===== src/rtl/tck_enable_sync_pkg.sv =====
package tck_enable_sync_pkg;

   // Captured debugger inputs, updated on the rising enable
   typedef struct packed {
      logic mode;
      logic data;
   } tap_in_t;

   // Kind of TCK transition last seen by the edge detector
   typedef enum logic {
      EDGE_FELL = 1'b0,
      EDGE_ROSE = 1'b1
   } edge_kind_t;

   localparam int unsigned MIN_SYNC_STAGES = 1;

endpackage


===== src/rtl/tck_sync_chain.sv =====
module tck_sync_chain #(
   parameter int unsigned STAGES = 2
) (
   input  logic clk,
   input  logic rst_n,
   input  logic async_i,
   output logic sync_o
);
   import tck_enable_sync_pkg::*;

   initial begin
      if (STAGES < MIN_SYNC_STAGES)
         $error("tck_sync_chain: STAGES must be at least %0d", MIN_SYNC_STAGES);
   end

   generate
      if (STAGES == 1) begin : g_single
         logic q;
         always_ff @(posedge clk or negedge rst_n) begin
            if (!rst_n) q <= 1'b0;
            else        q <= async_i;
         end
         assign sync_o = q;
      end else begin : g_chain
         logic [STAGES-1:0] q;
         always_ff @(posedge clk or negedge rst_n) begin
            if (!rst_n) q <= '0;
            else        q <= {q[STAGES-2:0], async_i};
         end
         assign sync_o = q[STAGES-1];
      end
   endgenerate

endmodule


===== src/rtl/tck_edge_detect.sv =====
module tck_edge_detect (
   input  logic clk,
   input  logic rst_n,
   input  logic level_i,
   output logic rise_en_o,
   output logic fall_en_o,
   output logic level_q_o
);
   import tck_enable_sync_pkg::*;

   logic       level_q;
   edge_kind_t last_kind;

   always_ff @(posedge clk or negedge rst_n) begin
      if (!rst_n) level_q <= 1'b0;
      else        level_q <= level_i;
   end

   assign rise_en_o = level_i & ~level_q;
   assign fall_en_o = ~level_i & level_q;
   assign level_q_o = level_q;

   // Tracks the most recent enable; reset state matches TCK low
   always_ff @(posedge clk or negedge rst_n) begin
      if (!rst_n)         last_kind <= EDGE_FELL;
      else if (rise_en_o) last_kind <= EDGE_ROSE;
      else if (fall_en_o) last_kind <= EDGE_FELL;
   end

   AST_RISE_SINGLE_CYCLE: assert property (@(posedge clk) disable iff (!rst_n)
      rise_en_o |=> !rise_en_o);
   AST_FALL_SINGLE_CYCLE: assert property (@(posedge clk) disable iff (!rst_n)
      fall_en_o |=> !fall_en_o);
   AST_RISE_AFTER_FALL: assert property (@(posedge clk) disable iff (!rst_n)
      rise_en_o |-> (last_kind == EDGE_FELL));
   AST_FALL_AFTER_RISE: assert property (@(posedge clk) disable iff (!rst_n)
      fall_en_o |-> (last_kind == EDGE_ROSE));

endmodule


===== src/rtl/tck_port_regs.sv =====
module tck_port_regs (
   input  logic clk,
   input  logic rst_n,
   input  logic rise_en_i,
   input  logic fall_en_i,
   input  logic level_i,
   input  logic tms_i,
   input  logic tdi_i,
   input  logic tdo_core_i,
   output logic rtck_o,
   output logic tdo_o,
   output logic tms_q_o,
   output logic tdi_q_o
);
   import tck_enable_sync_pkg::*;

   tap_in_t cap_q;
   logic    echo_q;
   logic    tdo_q;

   always_ff @(posedge clk or negedge rst_n) begin
      if (!rst_n)                       echo_q <= 1'b0;
      else if (rise_en_i || fall_en_i)  echo_q <= level_i;
   end

   always_ff @(posedge clk or negedge rst_n) begin
      if (!rst_n)         tdo_q <= 1'b0;
      else if (fall_en_i) tdo_q <= tdo_core_i;
   end

   always_ff @(posedge clk or negedge rst_n) begin
      if (!rst_n)         cap_q <= '0;
      else if (rise_en_i) cap_q <= '{mode: tms_i, data: tdi_i};
   end

   assign rtck_o  = echo_q;
   assign tdo_o   = tdo_q;
   assign tms_q_o = cap_q.mode;
   assign tdi_q_o = cap_q.data;

   AST_RTCK_ON_ENABLE: assert property (@(posedge clk) disable iff (!rst_n)
      (echo_q != $past(echo_q)) |-> $past(rise_en_i || fall_en_i));
   AST_RTCK_HIGH_AFTER_RISE: assert property (@(posedge clk) disable iff (!rst_n)
      rise_en_i |=> echo_q);
   AST_RTCK_LOW_AFTER_FALL: assert property (@(posedge clk) disable iff (!rst_n)
      fall_en_i |=> !echo_q);
   AST_TDO_ON_FALL: assert property (@(posedge clk) disable iff (!rst_n)
      !fall_en_i |=> $stable(tdo_q));
   AST_CAPTURE_ON_RISE: assert property (@(posedge clk) disable iff (!rst_n)
      !rise_en_i |=> $stable(cap_q));

endmodule


===== src/rtl/tck_enable_sync.sv =====
module tck_enable_sync #(
   parameter int unsigned SYNC_STAGES = 2
) (
   input  logic clk,
   input  logic rst_n,
   input  logic tck_i,
   input  logic tms_i,
   input  logic tdi_i,
   input  logic tdo_core_i,
   output logic tck_rise_en_o,
   output logic tck_fall_en_o,
   output logic rtck_o,
   output logic tdo_o,
   output logic tms_q_o,
   output logic tdi_q_o
);
   import tck_enable_sync_pkg::*;

   initial begin
      if (SYNC_STAGES < MIN_SYNC_STAGES)
         $error("tck_enable_sync: SYNC_STAGES below minimum");
   end

   logic tck_sync;
   logic tck_prev;
   logic rise_en;
   logic fall_en;

   tck_sync_chain #(.STAGES(SYNC_STAGES)) u_sync (
      .clk     (clk),
      .rst_n   (rst_n),
      .async_i (tck_i),
      .sync_o  (tck_sync)
   );

   tck_edge_detect u_edge (
      .clk       (clk),
      .rst_n     (rst_n),
      .level_i   (tck_sync),
      .rise_en_o (rise_en),
      .fall_en_o (fall_en),
      .level_q_o (tck_prev)
   );

   tck_port_regs u_port (
      .clk        (clk),
      .rst_n      (rst_n),
      .rise_en_i  (rise_en),
      .fall_en_i  (fall_en),
      .level_i    (tck_sync),
      .tms_i      (tms_i),
      .tdi_i      (tdi_i),
      .tdo_core_i (tdo_core_i),
      .rtck_o     (rtck_o),
      .tdo_o      (tdo_o),
      .tms_q_o    (tms_q_o),
      .tdi_q_o    (tdi_q_o)
   );

   assign tck_rise_en_o = rise_en;
   assign tck_fall_en_o = fall_en;

   AST_ENABLES_EXCLUSIVE: assert property (@(posedge clk) disable iff (!rst_n)
      !(rise_en && fall_en));
   AST_ECHO_MATCHES_PREV: assert property (@(posedge clk) disable iff (!rst_n)
      (rise_en || fall_en) |=> (rtck_o == tck_prev));

endmodule


===== config.mk =====
export PLATFORM = sky130hd
export DESIGN_NAME = tck_enable_sync
export DESIGN_NICKNAME = d
export VERILOG_FILES = /design/src/rtl/tck_enable_sync_pkg.sv /design/src/rtl/tck_sync_chain.sv /design/src/rtl/tck_edge_detect.sv /design/src/rtl/tck_port_regs.sv /design/src/rtl/tck_enable_sync.sv
export SDC_FILE = /design/constraint.sdc
export NUM_CORES = 1
export LEC_CHECK = 0
export BUFFER_PORTS_ARGS = -buffer_cell sky130_fd_sc_hd__buf_4
export CAP_MARGIN = 20
export CORE_AREA = 2 2 39 41
export CTS_CLUSTER_DIAMETER = 120
export DETAILED_ROUTE_END_ITERATION = 6
export DIE_AREA = 0 0 41 43
export PLACE_DENSITY = 0.41
export SKIP_CTS_REPAIR_TIMING = 1
export SYNTH_ARGS = -nofsm -noshare
export SYNTH_HDL_FRONTEND = slang
export SYNTH_SLANG_ARGS = --single-unit

===== constraint.sdc =====
create_clock -name clk -period 1 [get_ports clk]
set_input_delay 0.2 -clock clk [delete_from_list [all_inputs] [get_ports clk]]
set_output_delay 0.2 -clock clk [all_outputs]
set_load 0.02 [all_outputs]

---- After elaboration in Yosys (flattened, before gate mapping) ----
Index checks and enable logic that the tools add are counted.
cells by class
  reductions and logical operators ........ 1
  bitwise operators ....................... 4
operators with widths
  kind                count
  $and A1 B1 Y1       2
  $not A1 Y1          2
  $logic_or A1 B1 Y1  1
storage, ports and cells
  register bits ........................... 7
  output and inout bits ................... 6

---- Logic depth before layout (Yosys ltp) ----
Gate-level depths: netlist (run 1).
  word-level depth ........................ 3
  mapped depth ............................ 3
  gate-level depth less buffers ........... 3

---- Modules after synthesis ----
Synthesis (run 1) repeated with hierarchy kept, for this count alone.
unflattened totals
  cells, all modules ...................... 14
  area total of the unflattened synthesis .. 245.2 um2
by module, submodules not included
  module           times used  cells each  area each (um2)
  tck_port_regs    1           9           155.1
  tck_sync_chain   1           2           50.0
  tck_edge_detect  1           3           40.0

---- Worst setup path after synthesis (run 1) ----
No wires, ideal clock.
  path kind ............................... register to register
  start point ............................. register u_sync.g_chain.q[1]
  end point ............................... register u_port.tdo_q (netlist: u_port.tdo_o)
  setup slack ............................. -0.186 ns
  arrival time ............................ 1.062 ns
  clock period less this slack ............ 1.186 ns
  data required time ...................... 0.875 ns
  setup time .............................. 0.125 ns
  stages on the path, launching flop included .. 4
  cell sequence ........................... dfrtp_1 inv_1 ha_1 mux2_2
between the ends
  cells in the longest elaborated chain, start to end .. 2
ends and longest elaborated chain
  what                    RTL line               text
  start, declared         tck_sync_chain.sv:25   logic [STAGES-1:0] q;
  start signal, assigned  tck_sync_chain.sv:28   else q <= {q[STAGES-2:0], async_i};
  $not A1 Y1              tck_edge_detect.sv:20  assign fall_en_o = ~level_i & level_q;
  $and A1 B1 Y1           tck_edge_detect.sv:20
  net tck_fall_en_o       tck_enable_sync.sv:11  output logic tck_fall_en_o,
  end signal, assigned    tck_port_regs.sv:28    else if (fall_en_i) tdo_q <= tdo_core_i;
  end, declared           tck_port_regs.sv:19    logic tdo_q;
The timed path passes the listed nets, and every way through them passes these cells.
A chain may end at the register's enable or synchronous reset.

---- Worst setup path in the final report (run 1) ----
  start point ............................. register u_edge.level_q (netlist: u_edge.level_q_o)
  end point ............................... output port tck_rise_en_o
between the ends
  cells in the longest elaborated chain, start to end .. 2
ends and longest elaborated chain
  what                    RTL line               text
  start, declared         tck_edge_detect.sv:11  logic level_q;
  start signal, assigned  tck_edge_detect.sv:16  else level_q <= level_i;
  $not A1 Y1              tck_edge_detect.sv:19  assign rise_en_o = level_i & ~level_q;
  $and A1 B1 Y1           tck_edge_detect.sv:19
  end, declared           tck_enable_sync.sv:10  output logic tck_rise_en_o,
Every way passes these cells.

==> results of run 1 <==
worst paths after layout:
path | slack, ns | depth (start not counted) | start | endpoint
setup / recovery | -0.21 | 3 | u_edge.level_q_o$_DFF_PN0_ | tck_rise_en_o
max in group asynchronous | 0.57 | 2 | rst_n | u_sync.g_chain.q[1]$_DFF_PN0_
setup reg to reg | -0.17 | 4 | u_edge.level_q_o$_DFF_PN0_ | u_port.tms_q_o$_DFFE_PN0P_
hold reg to reg | 0.36 | 0 | u_sync.g_chain.q[0]$_DFF_PN0_ | u_sync.g_chain.q[1]$_DFF_PN0_
min in group asynchronous | 0.30 | 2 | rst_n | u_port.tdi_q_o$_DFFE_PN0P_
hold / removal | 0.06 | 1 | tck_i | u_sync.g_chain.q[0]$_DFF_PN0_
worst max-delay path, cell delays in order, from the launching register on:
cell	delay, ns
dfrtp_1	0.41
inv_2	0.06
ha_4	0.16
buf_6	0.12
cell usage in the layout, fill, tap and decap left out, drive strengths merged:
master / n
buf: 13
dfrtp: 7
mux2: 4
clkbuf: 4
inv: 2
ha: 2
dlygate4sd3: 1
registers in the layout (all words and copies together), names as in the netlist:
name              cells
u_sync.g_chain.q      2
u_edge.level_q_o      1
u_port.tms_q_o        1
u_port.tdo_o          1
u_port.tdi_q_o        1
u_port.rtck_o         1
per-stage QoR:
stage               instance area, µm²  cells  power [W]
floorplan                          289     15   0.000426
global placement                   399     43   0.000497
detailed placement                 399     43   0.000500
CTS                                425     47   0.000769
global route                       463     49   0.000820
finish                             463     49   0.000773
power by group:
group | internal (W) | switching (W)
registers | 0.000314 | 0.0000208
clock network | 0.000152 | 0.000105
logic | 0.000108 | 0.0000724
total | 0.000575 | 0.000198
logic make-up after synthesis:
logic type / share of synthesized area, %
adders and majority gates: 9.90
buffers and inverters: 2.97
DFF: 69.3
muxes: 17.8
area by class of cell:
type,instances,share of cell area (%)
Multi-Input combinational cell,6,23.0
Clock buffer,4,5.68
Timing Repair Buffer,14,27.3
Sequential cell,7,38.1
Inverter,2,1.62
Tap cell,16,4.32
metal layers:
layer / GRT usage, % / routed length, µm
met1: 6.27 / 180
met2: 10.0 / 280
met3: 4.71 / 45
met4: 10.0 / 0
met5: 0 / 0
==> results.py, run 1 <==
metrics = {
    "status": {
        "status": "finished, violations left",
        "violations": "setup timing",
    },
    "floorplan": {
        "rows": 14,
        "initial_core_util_pct": 18.3,
        "die_area_mm2": 0.00176,
        "coreArea_mm2": 0.00138,
        "die_w_um": 41,
        "ios": 12,
        "die_y_um": 43,
    },
    "synth": {
        "async_flop_share_pct": 100,
        "synth_top_area_share_pct": 69.3,
        "syn_inst": 15,
        "synthDistinctLibCells": 4,
        "syn_avg_cell_area_um2": 16.8,
        "netlist_top_cells_area": "dfrtp_1 (69%), mux2_2 (18%), ha_1 (9.9%)",
        "yosysTopAreaCell": "dfrtp_1",
        "synth.most_common_cell": "dfrtp_1",
        "synth-edff-count": 0,
        "syn_nets": 23,
        "yosys_warnings": 0,
        "synth_common_cells": "dfrtp_1 (7), mux2_2 (4), ha_1 (2), inv_1 (2)",
        "synth_ff_type": "dfrtp_1",
        "synth.cell_area_um2": 253,
        "seq_area_frac_synth_pct": 69.3,
        "ys_ff_latch": 7,
    },
    "routing": {
        "drt_pass1_iterations": 1,
        "wire_per_inst_um": 10.3,
        "ant_nets": 0,
        "viasPerCell": 3.65,
        "drt_iter0_markers": 0,
        "drcViolationCount": 0,
        "wl_um": 505,
        "vias": 179,
    },
    "global_routing": {
        "grt_antenna_before_repair": 0,
        "grt_pass1_wl_um": 752,
        "overflow": 0,
        "grt_max_degree": 8,
        "grt_use_total_pct": 7.59,
        "grt_pass1_vias": 185,
    },
    "clocking": {
        "cts.htree.levels": 1,
        "cts_sinks": 7,
        "cts_max_path_buffers": 2,
        "clkTransAtPathRegs_ns": 0.05,
        "numCtsBuffers": 3,
        "root_buffer": "clkbuf_4",
        "cts_tree": "yes",
        "insertion_delay_ns": 0.25,
    },
    "timing": {
        "tns_ns": -0.925,
        "whs_ns": 0.0557,
        "fmaxAchievable_ghz": 0.829,
        "drv_slew": 0,
        "fin_crit_ns": 1.21,
        "setup_slack_ns": -0.206,
        "rsz0062_at_grt": "yes",
        "fin_crit_sh_pct": 121,
        "slew_headroom_pct": 89.1,
        "finalHoldViolations": 0,
        "setup_viol": 6,
        "skew_ns": 0.00238,
        "tightest_slew_ns": 0.164,
    },
    "placed_design": {
        "io_buffers": 11,
        "place.gp.congestion": 0.595,
        "pre_cts_slack_ns": -0.151,
        "hpwl_um": 393,
    },
    "power_and_ir_drop": {
        "powerDensity_mw_per_mm2": 1670,
        "power.leakage_nw": 0.220,
        "peakVddDrop_mv": 0.656,
    },
    "run": {
        "drv_cap": 0,
    },
    "worst_setup_path": {
        "path_class": "reg2out",
        "start_kind": "register",
        "end_kind": "primary output",
        "cp.required_ns": 0.80,
        "critPathMaxFanout": 2,
        "cp.arrival_ns": 1.01,
    },
    "cells_and_area": {
        "multiInputGateArea_um2": 106,
        "diodes": 0,
        "fin_util_pct": 33.5,
        "fillers": 139,
        "drive_gt1_share_pct": 75.8,
        "synthToLayoutAreaGrowth_pct": 83.2,
        "fin_nets": 42,
        "seqCellArea_um2": 176,
    },
    "min_path": {
        "min_path_type": "in2reg",
    },
}
No activity file was read; power rests on OpenSTA's default activity.
==> inputs of run 2 (changes only) <==
--- a/config.mk
+++ b/config.mk
@@ -12,6 +12,7 @@
 export DETAILED_ROUTE_END_ITERATION = 6
 export DIE_AREA = 0 0 41 43
 export PLACE_DENSITY = 0.41
+export REMOVE_ABC_BUFFERS = 1
 export SKIP_CTS_REPAIR_TIMING = 1
 export SYNTH_ARGS = -nofsm -noshare
 export SYNTH_HDL_FRONTEND = slang
==> results.py, run 2 (same netlist as run 1, synthesis figures left out) <==
metrics = {
    "timing": {
        "setup_slack_ns": -0.206,
        "skew_ns": 0.00327,
        "fin_crit_sh_pct": 121,
        "fin_crit_ns": 1.21,
        "tightest_slew_ns": 0.157,
        "rsz0062_at_grt": "yes",
        "drv_slew": 0,
        "slew_headroom_pct": 89.5,
        "finalHoldViolations": 0,
        "setup_viol": 6,
        "whs_ns": 0.0637,
        "fmaxAchievable_ghz": 0.829,
    },
    "routing": {
        "drt_pass1_iterations": 1,
        "drcViolationCount": 0,
        "vias": 187,
        "ant_nets": 0,
        "wire_per_inst_um": 9.98,
        "viasPerCell": 3.74,
        "drt_iter0_markers": 0,
        "wl_um": 499,
    },
    "floorplan": {
        "ios": 12,
        "die_y_um": 43,
        "initial_core_util_pct": 18.3,
        "coreArea_mm2": 0.00138,
        "die_w_um": 41,
        "rows": 14,
        "die_area_mm2": 0.00176,
    },
    "placed_design": {
        "place_area_um2": 355,
        "io_buffers": 11,
        "place.gp.congestion": 0.581,
        "placed_cells": 42,
    },
    "global_routing": {
        "grt_max_degree": 8,
        "grt_pass1_wl_um": 710,
        "grt_use_total_pct": 6.39,
        "grt_pass1_vias": 195,
        "grt_antenna_before_repair": 0,
        "overflow": 0,
    },
    "power_and_ir_drop": {
        "peakVddDrop_mv": 0.738,
        "powerDensity_mw_per_mm2": 1640,
        "power.leakage_nw": 0.222,
    },
    "cells_and_area": {
        "top_register": "u_sync.g_chain.q",
        "fillers": 140,
        "final_cell_mix": "buf_4 (8), buf_6 (6), dfrtp_1 (6)",
        "layout_commonest_cell": "buf_4",
        "largest_reg_flops": 2,
        "synthToLayoutAreaGrowth_pct": 86.1,
        "diodes": 0,
        "fin_nets": 43,
        "drive_gt1_share_pct": 76.5,
        "finalInstanceArea_um2": 470,
        "fin_util_pct": 34.0,
        "fin_cells": 50,
    },
    "worst_setup_path": {
        "start_kind": "register",
        "end_kind": "primary output",
        "critPathMaxFanout": 3,
        "cp.arrival_ns": 1.01,
        "path_class": "reg2out",
        "cp.required_ns": 0.80,
    },
    "clocking": {
        "clkTransAtPathRegs_ns": 0.05,
        "cts_sinks": 7,
        "cts.htree.levels": 1,
        "root_buffer": "clkbuf_4",
        "cts_max_path_buffers": 2,
        "numCtsBuffers": 3,
        "cts_tree": "yes",
        "insertion_delay_ns": 0.24,
    },
    "min_path": {
        "min_path_type": "in2reg",
    },
    "status": {
        "status": "finished, violations left",
        "violations": "setup timing",
    },
    "run": {
        "drv_cap": 0,
    },
}
run 2: cell types whose count changed in the layout (fill, tap and decap cells not counted):
cell    delta
mux2_2     +1
mux2_4     -1
buf_6      +1
run 2: layout make-up:
class | instances | area, µm² | area share [%]
repair buffers | 15 | 138 | 29.3
multi-input cells | 6 | 103 | 21.8
flip-flops and latches | 7 | 176 | 37.5
clock buffers | 4 | 26.3 | 5.59
inverters | 2 | 7.51 | 1.60
well taps | 16 | 20.0 | 4.26
run 2: metal layers:
metal  part of all wire, %  track usage [%]  wire (µm)
met5                     0                0          0
met1                    43             7.31        217
met2                    45             8.13        226
met3                    11             3.14         55
met4                     0             6.00          0
run 2: worst max-delay path, cell delays in order (launching register included):
cell	delay (ns)
dfrtp_1	0.41
inv_2	0.06
ha_4	0.17
buf_6	0.12
run 2: worst paths after layout:
path / from / end / slack [ns] / cells after the start
min in group asynchronous: rst_n / u_port.tdo_o$_DFFE_PN0P_ / 0.31 / 2
max reg2reg: u_edge.level_q_o$_DFF_PN0_ / u_port.tms_q_o$_DFFE_PN0P_ / -0.16 / 4
min reg2reg: u_sync.g_chain.q[0]$_DFF_PN0_ / u_sync.g_chain.q[1]$_DFF_PN0_ / 0.35 / 0
max: u_edge.level_q_o$_DFF_PN0_ / tck_rise_en_o / -0.21 / 3
max in group asynchronous: rst_n / u_sync.g_chain.q[1]$_DFF_PN0_ / 0.55 / 2
min: tck_i / u_sync.g_chain.q[0]$_DFF_PN0_ / 0.06 / 1
run 2: metrics by stage:
step / setup WS (ns) / setup TNS (ns) / total power, W
after detailed placement: -0.155 / -0.465 / 0.000473
after global placement: -0.123 / -0.368 / 0.000470
final: -0.206 / -0.920 / 0.000774
after floorplan: -0.186 / -0.644 / 0.000402
after CTS: -0.290 / -1.04 / 0.000733
after global routing: -0.242 / -1.15 / 0.000816
run 2: power breakdown:
group / switching (W) / internal [W] / total [W]
clock network: 0.0000970 / 0.000152 / 0.000249
registers: 0.0000245 / 0.000315 / 0.000339
logic: 0.0000713 / 0.000115 / 0.000186
